===== src/rtl/alu8_pkg.sv =====
package alu8_pkg;
  localparam int OP_W = 3;

  typedef enum logic [OP_W-1:0] {
    OP_ADC   = 3'd0,
    OP_SBC   = 3'd1,
    OP_INC   = 3'd2,
    OP_DEC   = 3'd3,
    OP_LOAD  = 3'd4,
    OP_STORE = 3'd5,
    OP_RSV6  = 3'd6,
    OP_RSV7  = 3'd7
  } alu_op_e;

  typedef struct packed {
    logic n;
    logic z;
    logic c;
    logic v;
  } flags_t;
endpackage


===== src/rtl/alu8_operand_mux.sv =====
module alu8_operand_mux
  import alu8_pkg::*;
#(
  parameter int W = 8
) (
  input  alu_op_e      op,
  input  logic [W-1:0] acc,
  input  logic [W-1:0] opnd,
  input  logic         carry,
  output logic [W-1:0] add_a,
  output logic [W-1:0] add_b,
  output logic         add_cin
);
  // Every arithmetic op is mapped onto a single adder.
  always_comb begin
    unique case (op)
      OP_ADC: begin
        add_a = acc;  add_b = opnd;         add_cin = carry;
      end
      OP_SBC: begin
        add_a = acc;  add_b = ~opnd;        add_cin = carry;
      end
      OP_INC: begin
        add_a = opnd; add_b = '0;           add_cin = 1'b1;
      end
      OP_DEC: begin
        add_a = opnd; add_b = {W{1'b1}};    add_cin = 1'b0;
      end
      default: begin
        add_a = acc;  add_b = opnd;         add_cin = 1'b0;
      end
    endcase
  end
endmodule


===== src/rtl/alu8_adder.sv =====
module alu8_adder #(
  parameter int W = 8
) (
  input  logic [W-1:0] a,
  input  logic [W-1:0] b,
  input  logic         cin,
  output logic [W-1:0] sum,
  output logic         cout,
  output logic         ovf
);
  logic [W:0] carry;

  assign carry[0] = cin;

  // Ripple chain, one full adder per bit.
  for (genvar i = 0; i < W; i++) begin : g_bit
    assign sum[i]     = a[i] ^ b[i] ^ carry[i];
    assign carry[i+1] = (a[i] & b[i]) | (carry[i] & (a[i] ^ b[i]));
  end

  assign cout = carry[W];
  // Same-signed inputs whose sum changes sign.
  assign ovf  = (a[W-1] == b[W-1]) && (sum[W-1] != a[W-1]);
endmodule


===== src/rtl/alu8_flag_next.sv =====
module alu8_flag_next
  import alu8_pkg::*;
#(
  parameter int W = 8
) (
  input  alu_op_e      op,
  input  logic [W-1:0] acc,
  input  logic [W-1:0] opnd,
  input  logic [W-1:0] sum,
  input  logic         cout,
  input  logic         ovf,
  input  logic [W-1:0] old_res,
  input  flags_t       old_flags,
  output logic [W-1:0] nxt_res,
  output flags_t       nxt_flags
);
  always_comb begin
    nxt_res   = old_res;
    nxt_flags = old_flags;
    unique case (op)
      OP_ADC, OP_SBC: begin
        nxt_res   = sum;
        nxt_flags = '{n: sum[W-1], z: (sum == '0), c: cout, v: ovf};
      end
      OP_INC, OP_DEC: begin
        nxt_res     = sum;
        nxt_flags.n = sum[W-1];
        nxt_flags.z = (sum == '0);
      end
      OP_LOAD: begin
        nxt_res     = opnd;
        nxt_flags.n = opnd[W-1];
        nxt_flags.z = (opnd == '0);
      end
      OP_STORE: begin
        nxt_res = acc;
      end
      default: begin
        nxt_res   = old_res;
        nxt_flags = old_flags;
      end
    endcase
  end
endmodule


===== src/rtl/alu8_flag_unit.sv =====
module alu8_flag_unit
  import alu8_pkg::*;
#(
  parameter int W = 8
) (
  input  logic             clk,
  input  logic             rst,
  input  logic             in_valid,
  input  logic [OP_W-1:0]  op,
  input  logic [W-1:0]     acc_in,
  input  logic [W-1:0]     opnd_in,
  output logic [W-1:0]     result,
  output logic             out_valid,
  output logic             flag_n,
  output logic             flag_z,
  output logic             flag_c,
  output logic             flag_v
);
  alu_op_e      op_e;
  flags_t       flags_q, flags_d;
  logic [W-1:0] res_q, res_d;
  logic [W-1:0] add_a, add_b, sum;
  logic         add_cin, cout, ovf;
  logic         vld_q;

  assign op_e = alu_op_e'(op);

  alu8_operand_mux #(.W(W)) i_mux (
    .op(op_e), .acc(acc_in), .opnd(opnd_in), .carry(flags_q.c),
    .add_a(add_a), .add_b(add_b), .add_cin(add_cin)
  );

  alu8_adder #(.W(W)) i_add (
    .a(add_a), .b(add_b), .cin(add_cin),
    .sum(sum), .cout(cout), .ovf(ovf)
  );

  alu8_flag_next #(.W(W)) i_flags (
    .op(op_e), .acc(acc_in), .opnd(opnd_in), .sum(sum), .cout(cout),
    .ovf(ovf), .old_res(res_q), .old_flags(flags_q),
    .nxt_res(res_d), .nxt_flags(flags_d)
  );

  always_ff @(posedge clk) begin
    if (rst) begin
      res_q   <= '0;
      flags_q <= '0;
      vld_q   <= 1'b0;
    end else begin
      vld_q <= in_valid;
      if (in_valid) begin
        res_q   <= res_d;
        flags_q <= flags_d;
      end
    end
  end

  assign result    = res_q;
  assign out_valid = vld_q;
  assign flag_n    = flags_q.n;
  assign flag_z    = flags_q.z;
  assign flag_c    = flags_q.c;
  assign flag_v    = flags_q.v;
endmodule


===== config.mk =====
export PLATFORM = sky130hd
export DESIGN_NAME = alu8_flag_unit
export DESIGN_NICKNAME = d
export VERILOG_FILES = /design/src/rtl/alu8_pkg.sv /design/src/rtl/alu8_operand_mux.sv /design/src/rtl/alu8_adder.sv /design/src/rtl/alu8_flag_next.sv /design/src/rtl/alu8_flag_unit.sv
export SDC_FILE = /design/constraint.sdc
export NUM_CORES = 1
export LEC_CHECK = 0
export CORE_MARGIN = 1
export CORE_UTILIZATION = 62
export CTS_CLUSTER_SIZE = 8
export DETAILED_ROUTE_END_ITERATION = 8
export DONT_BUFFER_PORTS = 1
export HOLD_SLACK_MARGIN = 0.03
export PLACE_DENSITY_LB_ADDON = 0.12
export SLEW_MARGIN = 20
export SYNTH_ARGS = -nofsm -noshare
export SYNTH_HDL_FRONTEND = slang
export SYNTH_SLANG_ARGS = --single-unit

===== constraint.sdc =====
create_clock -name clk -period 7 [get_ports clk]
set_input_delay 1.05 -clock clk [delete_from_list [all_inputs] [get_ports clk]]
set_output_delay 1.05 -clock clk [all_outputs]
set_load 0.01 [all_outputs]

# ---- After elaboration in Yosys (flattened, before gate mapping)
# Cells that the tools add are included.
dict set report op_classes {
  reduce_logical 12
  n_eq_ne 7
  muxes 5
  bitwise_logic 41
}
# op n
set ops {}
lappend ops {{$pmux W8 S3} 2}
lappend ops {{$and A1 B1 Y1} 16}
lappend ops {{$logic_not A8 Y1} 2}
lappend ops {{$xor A1 B1 Y1} 16}
lappend ops {{$mux W8} 1}
lappend ops {{$not A8 Y8} 1}
lappend ops {{$or A1 B1 Y1} 8}
lappend ops {{$eq A3 B2 Y1 const B} 2}
lappend ops {{$eq A3 B3 Y1 const B} 2}
lappend ops {{$reduce_and A2 Y1} 3}
lappend ops {{$pmux W2 S2} 1}
lappend ops {{$reduce_or A2 Y1} 2}
lappend ops {{$reduce_or A4 Y1} 1}
lappend ops {{$eq A3 B1 Y1 const B} 1}
lappend ops {{$logic_not A3 Y1} 1}
lappend ops {{$reduce_bool A3 Y1} 1}
lappend ops {{$pmux W1 S2} 1}
lappend ops {{$reduce_bool A2 Y1} 1}
lappend ops {{$eq A1 B1 Y1} 1}
lappend ops {{$logic_and A1 B1 Y1} 1}
lappend ops {{$ne A1 B1 Y1} 1}
dict set report word_totals {
  in_bits 22
  elab_cells 71
  out_inout_bits 13
  reg_bits 13
}

# ---- Logic depth before layout (Yosys ltp)
# Gate-level depths: netlist of run 1.
dict set report depth {
  depth_word 21
  mapped_depth 19
  ltp_nobuf 18
}

# ---- Cells and area by module
# Synthesis of run 1 repeated with hierarchy kept, for this count alone.
dict set report hier_totals {
  hier_cells 148
  area_unflattened_um2 1388.8
}
# module instances seq_area_each_um2 cells_per_inst area_each_um2
set modules_own_cells {}
lappend modules_own_cells {alu8_flag_unit 1 260.2 41 467.9}
lappend modules_own_cells {alu8_flag_next 1 0.0 53 387.9}
lappend modules_own_cells {alu8_operand_mux 1 0.0 33 310.3}
lappend modules_own_cells {alu8_adder 1 0.0 21 222.7}

# ---- Least setup slack after synthesis of run 1
# Ideal clock, no wire load.
dict set report synth_path {
  path_type {input-to-reg}
  start {input op[1]}
  end {register flags_q, in the netlist flag_z}
  t_required_ps 6927
  arrival_ps 5448
  setup_slack_ps 1479
  stages 19
  setup_time_ps 73
  path_buffers 1
  cell_sequence {clkbuf_1 > nor2b_1 > a21oi_1 > o22a_1 > fa_1 > inv_1 > fa_1 > fa_1 > fa_1 > inv_1 > fa_1 > inv_1 > fa_1 > fa_1 > inv_1 > fa_1 > or4_1 > o311a_1 > nor3_2}
}
dict set report synth_between {
  elab_chain_len 21
  elab_cells_between_ends 52
  classes_between {4 x eq/ne; 4 x mux; 37 x bitwise; 7 x reduce/logical}
}
# item line
set synth_rtl {}
lappend synth_rtl {{start: declaration} alu8_flag_unit.sv:9} ;# input logic [OP_W-1:0] op,
lappend synth_rtl {{$eq A3 B2 Y1} {alu8_operand_mux.sv:16, alu8_flag_next.sv:20}}
lappend synth_rtl {{$reduce_or A2 Y1 (no line)} -}
lappend synth_rtl {{$mux W8} alu8_operand_mux.sv:16} ;# unique case (op)
lappend synth_rtl {{$xor A1 B1 Y1} {alu8_adder.sv:17, alu8_adder.sv:18}}
lappend synth_rtl {{$and A1 B1 Y1} alu8_adder.sv:18} ;# assign carry[i+1] = (a[i] & b[i]) | (carry[i] & (a[i] ^ b[i]));
lappend synth_rtl {{$or A1 B1 Y1} alu8_adder.sv:18}
lappend synth_rtl {{$and A1 B1 Y1} alu8_adder.sv:18}
lappend synth_rtl {{$or A1 B1 Y1} alu8_adder.sv:18}
lappend synth_rtl {{(+5 left out)} -}
lappend synth_rtl {{$or A1 B1 Y1} alu8_adder.sv:18}
lappend synth_rtl {{$and A1 B1 Y1} alu8_adder.sv:18}
lappend synth_rtl {{$or A1 B1 Y1} alu8_adder.sv:18}
lappend synth_rtl {{$and A1 B1 Y1} alu8_adder.sv:18}
lappend synth_rtl {{$or A1 B1 Y1} alu8_adder.sv:18}
lappend synth_rtl {{$xor A1 B1 Y1} alu8_adder.sv:17} ;# assign sum[i] = a[i] ^ b[i] ^ carry[i];
lappend synth_rtl {{$logic_not A8 Y1} {alu8_flag_next.sv:23, alu8_flag_next.sv:28}}
lappend synth_rtl {{$pmux W2 S2} alu8_flag_next.sv:20} ;# unique case (op)
lappend synth_rtl {{end signal: assignment} alu8_flag_unit.sv:53} ;# flags_q <= flags_d;
lappend synth_rtl {{end: declaration} alu8_flag_unit.sv:20} ;# flags_t flags_q, flags_d;
# Several ways; a longest one is shown, not always the timed one.
# A chain may end at the register's enable or synchronous reset.

# ---- Final worst setup path of run 1
dict set report layout_path {
  start {input op[0]}
  end {register flags_q, in the netlist flag_z}
}
# Same word-level chain as after synthesis.

==> flow_summary.yaml, run 1 <==
outcome:
  outcome: "finished clean"
synthesis:
  seq_area_frac_synth: 0.231
  syn_nets: 159
  syn_area_per_cell_um2: 8.81
  ys_warn_count: 0
  yosysUniqueCellTypes: 34
  synth_async_sr_flop_share: 0
  yosysMostFrequentCell: "a21oi_1"
  synthCells: 128
  synth_seq_cells: 13
  dominantRegCellSynth: "dfxtp_1"
  yosysTopAreaCell: "dfxtp_1"
  yosys-top-cells-count: "15 x a21oi_1, 13 x dfxtp_1, 11 x inv_1, 11 x o22ai_1, 10 x o21ai_0"
  syn-cell-area_mm2: 0.00113
  yosysTopAreaCellShare: 0.231
  synth_area_leaders: "dfxtp_1 23%, fa_1 14%, mux2_2 9.0%"
  synth_edf_count: 0
timing:
  setup_viol: 0
  fin_worst_skew_ps: 7.27
  finalCritPeriodShare: 0.793
  rsz0062_at_grt: "no"
  hold_ws_ps: 531
  maxSlewViolCount: 0
  finalHoldViolations: 0
  worstMarginPinSlew_ps: 570
  relSlewSlack: 0.619
  fmax_ghz: 0.180
  min_period_ps: 5550
  tns_ps: 0
final_layout:
  nets: 157
  fill_cells: 160
  area_growth_pct: 2.55
  antenna_cells: 0
  design_area_mm2: 0.00116
  layoutNonFillerInstCount: 150
  drive_gt1_frac: 0.144
critical_path:
  arrival_ps: 5750
  worst-setup-path-type: "in -> reg"
  worstPathRequired_ps: 7200
  start_kind: "input port"
  crit_path_end_kind: "flop"
  path_max_fanout: 15
detailed_routing:
  drt_iter0_drc: 16
  drc_errors: 0
  vias_per_cell: 6.47
  ant_nets: 0
  wire_per_inst_um: 17.0
  drt-total-wl_um: 2550
  vias: 971
  firstDrtPassIters: 4
cts:
  htree_num_levels: 1
  clockRootBuffer: "clkbuf_4"
  cts_max_path_buffers: 2
  cts.sinks: 13
  cts_setup_buffers: 0
  cts.repair.resized: 0
  clk-insertion-delay-late_ps: 270
  cts_tree: "done"
  cts_buffers: 3
  clk_pin_slew_worst_paths_ps: 70
  hold_buffers: 0
die:
  die_w_um: 44.6
  die_area_mm2: 0.00199
  die_h_um: 44.6
  rows: 15
  pin_count: 35
  core_mm2: 0.00171
  initial_core_util: 0.660
global_route:
  grt_first_pass_wirelength_um: 4020
  grt_usage: 0.276
  overflow: 0
  grt_pass1_vias: 952
  grt_max_degree: 23
  antenna_found_initial: 0
job:
  cap_violations: 0
power:
  p_leak_uw: 0.000441
  ir_worst_vdd_uv: 184
  finalPower_uw: 204
  p_per_area_mw_per_mm2: 176
placement:
  dpl_cell_area_mm2: 0.00113
  numPortBuffers: 0
  hpwl_um: 1950
  place_congestion: 0.849
  dp_cells: 146
hold_path:
  hp-class: "reg -> reg"
## per-layer routing
layer | GRT usage | wire length [µm] | share of wire
met1 | 0.359 | 1070 | 0.42
met2 | 0.459 | 1290 | 0.50
met3 | 0.0939 | 196 | 0.077
met4 | 0.0303 | 0 | 0
met5 | 0 | 0 | 0
## cell type report
type                    instances  area, µm²  area share
clock buffers                   4       26.3      0.0227
repair buffers                  1       7.51     0.00649
multi-input cells              96        790       0.683
well taps                      25       31.3      0.0271
inverters                      11       41.3      0.0357
flip-flops and latches         13        260       0.225
## sequential cells by signal, summed over array words and instances (netlist names)
register,flops
result,8
flag_c,1
flag_n,1
flag_v,1
flag_z,1
out_valid,1
## worst paths after layout
| check | start | endpoint | slack [ps] | cells after the start |
|---|---|---|---|---|
| max | op[0] | flag_z | 1450 | 17 |
| min | flag_c | flag_c | 530 | 2 |
| max reg2reg | flag_c | flag_z | 2140 | 17 |
| min reg2reg | flag_c | flag_c | 530 | 2 |
## report_power, final
group / switching [µW] / leakage, µW / internal (µW) / total (µW)
sequential: 6.55 / 0.000107 / 80.1 / 86.7
combinational: 37.7 / 0.000319 / 33.8 / 71.5
clock: 23.4 / 0.0000150 / 22.1 / 45.5
## cells in the final DEF (no fill, tap or decap), types with 2 or more instances in the layout
cell type,netlist,routed
nor4_1,2,2
o21ai_0,10,10
nor2_1,4,4
nand2b_1,3,3
mux2_2,9,9
nand3_1,3,3
o22ai_1,11,11
inv_1,11,11
clkbuf_4,0,3
nor2b_1,5,5
a21oi_1,15,15
fa_1,8,8
a22o_1,2,2
dfxtp_1,13,13
nand2_1,2,2
o22a_1,2,2
mux2i_1,6,6
## critical path, stage by stage
cell	delay (ps)
nor2b_1	460
o22a_1	240
fa_1	170
inv_1	50
fa_1	380
fa_1	400
fa_1	380
inv_1	80
fa_1	180
inv_1	60
fa_1	390
fa_1	380
inv_1	80
fa_1	460
or4_1	490
o311a_1	360
nor3_2	150
## cell families after synthesis
logic type | after synthesis | synth area share
compound gates | 46 | 0.256
simple gates | 24 | 0.127
buf+inv | 19 | 0.0688
mux | 16 | 0.156
flops | 13 | 0.231
fa+ha+maj | 9 | 0.153
xor+xnor | 1 | 0.00777
## metrics by stage
| stage | setup WS (ps) | util |
|---|---|---|
| after floorplan | 1480 | - |
| after global placement | 1290 | 0.662 |
| after detailed placement | 1190 | 0.662 |
| after CTS | 1460 | 0.677 |
| after global routing | 1180 | 0.677 |
| final | 1450 | 0.677 |
Power figures use the tool's default switching activity.
==> run 2: changes to the inputs <==
- CORE_UTILIZATION: 62 -> 56
- clock period: 7 -> 5 ns (I/O delays scaled with it)
==> run 2 against run 1 <==
Net effect:
- register-to-register slack got worse by 1700 ps
- sequential power rose by 40%
- clock skew decreased by 1.3 ps
- wire length decreased by 2.4%
- critical path type unchanged
- critical endpoint unchanged
- highest routed layer unchanged
==> flow_summary.yaml, run 2 (synthesis results as in run 1) <==
placement:
  hpwl_um: 2000
  place_congestion: 0.821
  numPortBuffers: 0
  dpl_cell_area_mm2: 0.00117
power:
  p_int_uw: 195
  seq_power_share: 0.414
  clkPwrFrac: 0.219
  combPwrFrac: 0.366
  p_leak_uw: 0.000463
  ir_worst_vdd_uv: 224
  p_sw_uw: 97.5
  p_per_area_mw_per_mm2: 244
  netSwitchingFraction: 0.334
hold_path:
  min-delay-start: "rst"
  holdPathStages: 1
  whs_endpoint: "flag_c"
  hp-class: "in -> reg"
detailed_routing:
  drt-total-wl_um: 2490
  vias: 956
  vias_per_cell: 6.25
  drt_iter0_drc: 16
  firstDrtPassIters: 5
  drc_errors: 0
  ant_nets: 0
  wire_per_inst_um: 16.3
die:
  die_h_um: 46.9
  die_w_um: 46.9
  initial_core_util: 0.626
  rows: 15
  die_area_mm2: 0.00220
  pin_count: 35
  core_mm2: 0.00180
final_layout:
  design_area_mm2: 0.00120
  layout_commonest_cell: "a21oi_1"
  drive_gt1_frac: 0.203
  area_growth_pct: 6.22
  largest_reg_flops: 8
  postLayoutCoreUtil: 0.665
  final_cell_mix: "15 x a21oi_1, 13 x dfxtp_1, 11 x o22ai_1, 11 x inv_1, 10 x o21ai_0"
  antenna_cells: 0
  nets: 160
timing:
  maxSlewViolCount: 0
  fin_worst_skew_ps: 5.99
  finalCritPeriodShare: 0.963
  worstMarginPinSlew_ps: 510
  relSlewSlack: 0.659
  finalHoldViolations: 0
  rsz0062_at_grt: "no"
  setup_viol: 0
  fmax_ghz: 0.208
  min_period_ps: 4820
  tns_ps: 0
global_route:
  grt_max_degree: 23
  antenna_found_initial: 0
  overflow: 0
  grt_pass1_vias: 903
  grt_usage: 0.257
  grt_first_pass_wirelength_um: 3900
cts:
  htree_num_levels: 1
  cts_buffers: 3
  hold_buffers: 0
  clk-insertion-delay-late_ps: 280
  cts_tree: "done"
  cts_max_path_buffers: 2
  cts_setup_buffers: 0
  cts.repair.resized: 0
  clk_pin_slew_worst_paths_ps: 80
  clockRootBuffer: "clkbuf_4"
  cts.sinks: 13
outcome:
  outcome: "finished clean"
critical_path:
  ff2ff_path_depth: 17
  r2r-start: "flag_c"
  cpMaxStageDelayCell: "or4_1"
  timing.critical_path.mode_cell: "fa_1"
  start_kind: "input port"
  crit_path_end_kind: "flop"
  cp_top_family: "adder cells"
  path_cells: "nor2b_1 > a21oi_1 > o22a_1 > fa_1 > inv_1 > fa_2 > fa_2 > fa_1 > inv_1 > fa_1 > inv_1 > fa_1 > fa_1 > inv_1 > fa_1 > or4_1 > o311a_1 > nor3_2"
  worstReg2RegEnd: "flag_z"
  arrival_ps: 5030
  worst-setup-path-type: "in -> reg"
  worstPathRequired_ps: 5210
  critPathLaunch: "op[0]"
  path_max_fanout: 15
  slowest_delay_ps: 500
  reg2reg_slack_ps: 420
  crit_buf_inv: 4
job:
  cap_violations: 0
run 2: worst max path at each step:
stage / cells past startpoint / end
finish: 18 / flag_z
global route: 18 / flag_z
CTS: 18 / flag_z
detailed placement: 18 / flag_z
global placement: 18 / flag_z
floorplan: 19 / flag_z
run 2: worst reg2reg max path: cells and delay by family, from the launching register on:
family,cells,cell delay [ps]
AO/OA/AOI/OAI,2,500
adder cells (fa/ha/maj),8,2590
buffers and inverters,4,280
flip-flops,1,420
AND/OR/NAND/NOR,3,730
run 2: through the flow:
step | total power, µW | setup WS [ps] | cells | hold WS [ps]
2_1_floorplan | 211 | 31.3 | 128 | 487
3_3_place_gp | 228 | 38.0 | 149 | 513
3_5_place_dp | 230 | -60.6 | 149 | 519
4_1_cts | 294 | 208 | 153 | 522
5_1_grt | 314 | 20.7 | 153 | 514
6_report | 292 | 183 | 153 | 531
run 2: cell type report:
class,count,area [µm²]
flip-flops and latches,13,260
well taps,25,31.3
repair buffers,4,30.0
clock inverters,1,5.00
multi-input cells,96,807
clock buffers,3,22.5
inverters,11,41.3
fillers,169,604
run 2: layer usage:
metal  part of all wire  vias to the layer above  wire length (µm)  track usage
li1                   -                      468                 -            -
met1               0.43                      454              1080        0.337
met2               0.49                       34              1230        0.431
met3              0.074                        0               185       0.0769
met4                  0                        0                 0       0.0343
met5                  0                        -                 0            0
run 2: power by group through the flow:
stage	Sequential, µW	Clock [µW]	Combinational (µW)
2_1_floorplan	122	0	88.5
3_3_place_gp	124	0	104
3_5_place_dp	124	0	107
4_1_cts	121	66.0	107
5_1_grt	122	72.2	120
6_report	121	64.1	107
==> run 3: changes to the inputs <==
- CORE_UTILIZATION: 56 -> 62
- clock period: 5 -> 5.9 ns (I/O delays scaled with it)
==> run 3 against run 2 <==
Net effect:
- count of clock-buffer cells in the layout did not move
- global-route usage is 2.7 points higher
- critical path depth unchanged
- clock power fell by 15%
- first-iteration DRC count increased by 94%
- sequential cell count is the same
- setup slack improved by 500 ps
- register-to-register slack gained 520 ps
- die area down 9.3%
- utilization grew 1.7 points
- clock skew down 0.72 ps
- combinational power down 18%
- highest routed layer is now met4
==> flow_summary.yaml, run 3 (synthesis results as in run 1) <==
cts:
  hold_buffers: 0
  cts.sinks: 13
  clk_pin_slew_worst_paths_ps: 80
  clk-insertion-delay-late_ps: 280
  cts_setup_buffers: 0
  cts_tree: "done"
  cts_buffers: 3
  cts_max_path_buffers: 2
  cts.repair.resized: 0
  clockRootBuffer: "clkbuf_4"
  htree_num_levels: 1
timing:
  setup_viol: 0
  finalHoldViolations: 0
  finalCritPeriodShare: 0.884
  maxSlewViolCount: 0
  tns_ps: 0
  fin_worst_skew_ps: 5.28
  worstMarginPinSlew_ps: 493
  min_period_ps: 5220
  relSlewSlack: 0.670
  fmax_ghz: 0.192
  rsz0062_at_grt: "no"
  finalWorstSetupSlack_ps: 682
detailed_routing:
  drt_iter0_drc: 31
  vias: 996
  wire_per_inst_um: 17.3
  firstDrtPassIters: 4
  ant_nets: 0
  vias_per_cell: 6.60
  drc_errors: 0
  drt-total-wl_um: 2610
die:
  rows: 15
  die_area_mm2: 0.00199
  die_w_um: 44.6
  core_mm2: 0.00171
  pin_count: 35
  initial_core_util: 0.660
  die_h_um: 44.6
placement:
  numPortBuffers: 0
  place_congestion: 0.874
  hpwl_um: 2060
  dp_slack_ps: 415
  dpl_cell_area_mm2: 0.00114
hold_path:
  hp-class: "reg -> reg"
power:
  finalPower_uw: 245
  p_per_area_mw_per_mm2: 211
  combPwrFrac: 0.357
  p_sw_uw: 83.7
  ir_worst_vdd_uv: 130
  netSwitchingFraction: 0.341
  p_leak_uw: 0.000449
  p_int_uw: 162
  seq_power_share: 0.420
  clkPwrFrac: 0.223
critical_path:
  crit_path_end_kind: "flop"
  worst-setup-path-type: "in -> reg"
  path_max_fanout: 15
  arrival_ps: 5430
  worstPathRequired_ps: 6110
  start_kind: "input port"
outcome:
  outcome: "finished clean"
global_route:
  grt_max_degree: 23
  overflow: 0
  grt_first_pass_wirelength_um: 4090
  grt_pass1_vias: 956
  grt_usage: 0.284
  antenna_found_initial: 0
final_layout:
  drive_gt1_frac: 0.159
  design_area_mm2: 0.00116
  nets: 158
  final_cell_mix: "15 x a21oi_1, 13 x dfxtp_1, 11 x o22ai_1, 11 x inv_1, 10 x o21ai_0"
  layout_commonest_cell: "a21oi_1"
  area_growth_pct: 3.33
  antenna_cells: 0
  largest_reg_flops: 8
job:
  cap_violations: 0
run 3: worst paths after layout:
kind / slack [ps] / startpoint / cells after the start / endpoint
max reg2reg: 940 / flag_c / 17 / flag_z
min reg2reg: 530 / flag_v / 2 / flag_v
max: 680 / op[0] / 18 / flag_z
min: 530 / flag_v / 2 / flag_v
run 3: power groups by stage:
stage | Clock [µW] | Sequential [µW] | Combinational [µW]
2_1_floorplan | 0 | 104 | 72.7
3_3_place_gp | 0 | 105 | 83.5
3_5_place_dp | 0 | 105 | 87.9
4_1_cts | 56.7 | 103 | 88.2
5_1_grt | 61.0 | 104 | 97.8
6_report | 54.8 | 103 | 87.6
run 3: layout make-up:
class / instances / area [µm²]
sequential: 13 / 260
tap: 25 / 31.3
inverter: 11 / 41.3
clock inverter: 1 / 5.00
timing repair buffer: 2 / 15.0
clock buffer: 3 / 22.5
fill: 150 / 543
multi-input combinational: 96 / 790
run 3: per-layer routing:
| metal | share of wire | global-route usage | vias up |
|---|---|---|---|
| met5 | 0 | 0 | - |
| met4 | 0.0061 | 0.0303 | 0 |
| met3 | 0.082 | 0.106 | 4 |
| met2 | 0.50 | 0.485 | 48 |
| met1 | 0.41 | 0.354 | 480 |
| li1 | - | - | 464 |
run 3: stage by stage:
| stage | hold slack [ps] | std cells | utilization |
|---|---|---|---|
| 6_report | 532 | 151 | 0.682 |
| 5_1_grt | 582 | 151 | 0.682 |
| 4_1_cts | 531 | 151 | 0.682 |
| 3_5_place_dp | 521 | 147 | 0.666 |
| 3_3_place_gp | 508 | 147 | 0.666 |
| 2_1_floorplan | 487 | 128 | - |
run 3: critical path: stages:
cell and delay [ps]:
nor2b_1 170, a21oi_1 160, o22a_1 170, fa_1 180
inv_1 60, fa_1 370, fa_1 380, fa_1 370
inv_1 70, fa_1 150, inv_1 60, fa_1 370
fa_1 390, inv_1 90, fa_1 490, or4_1 510
o311a_1 380, nor3_2 150
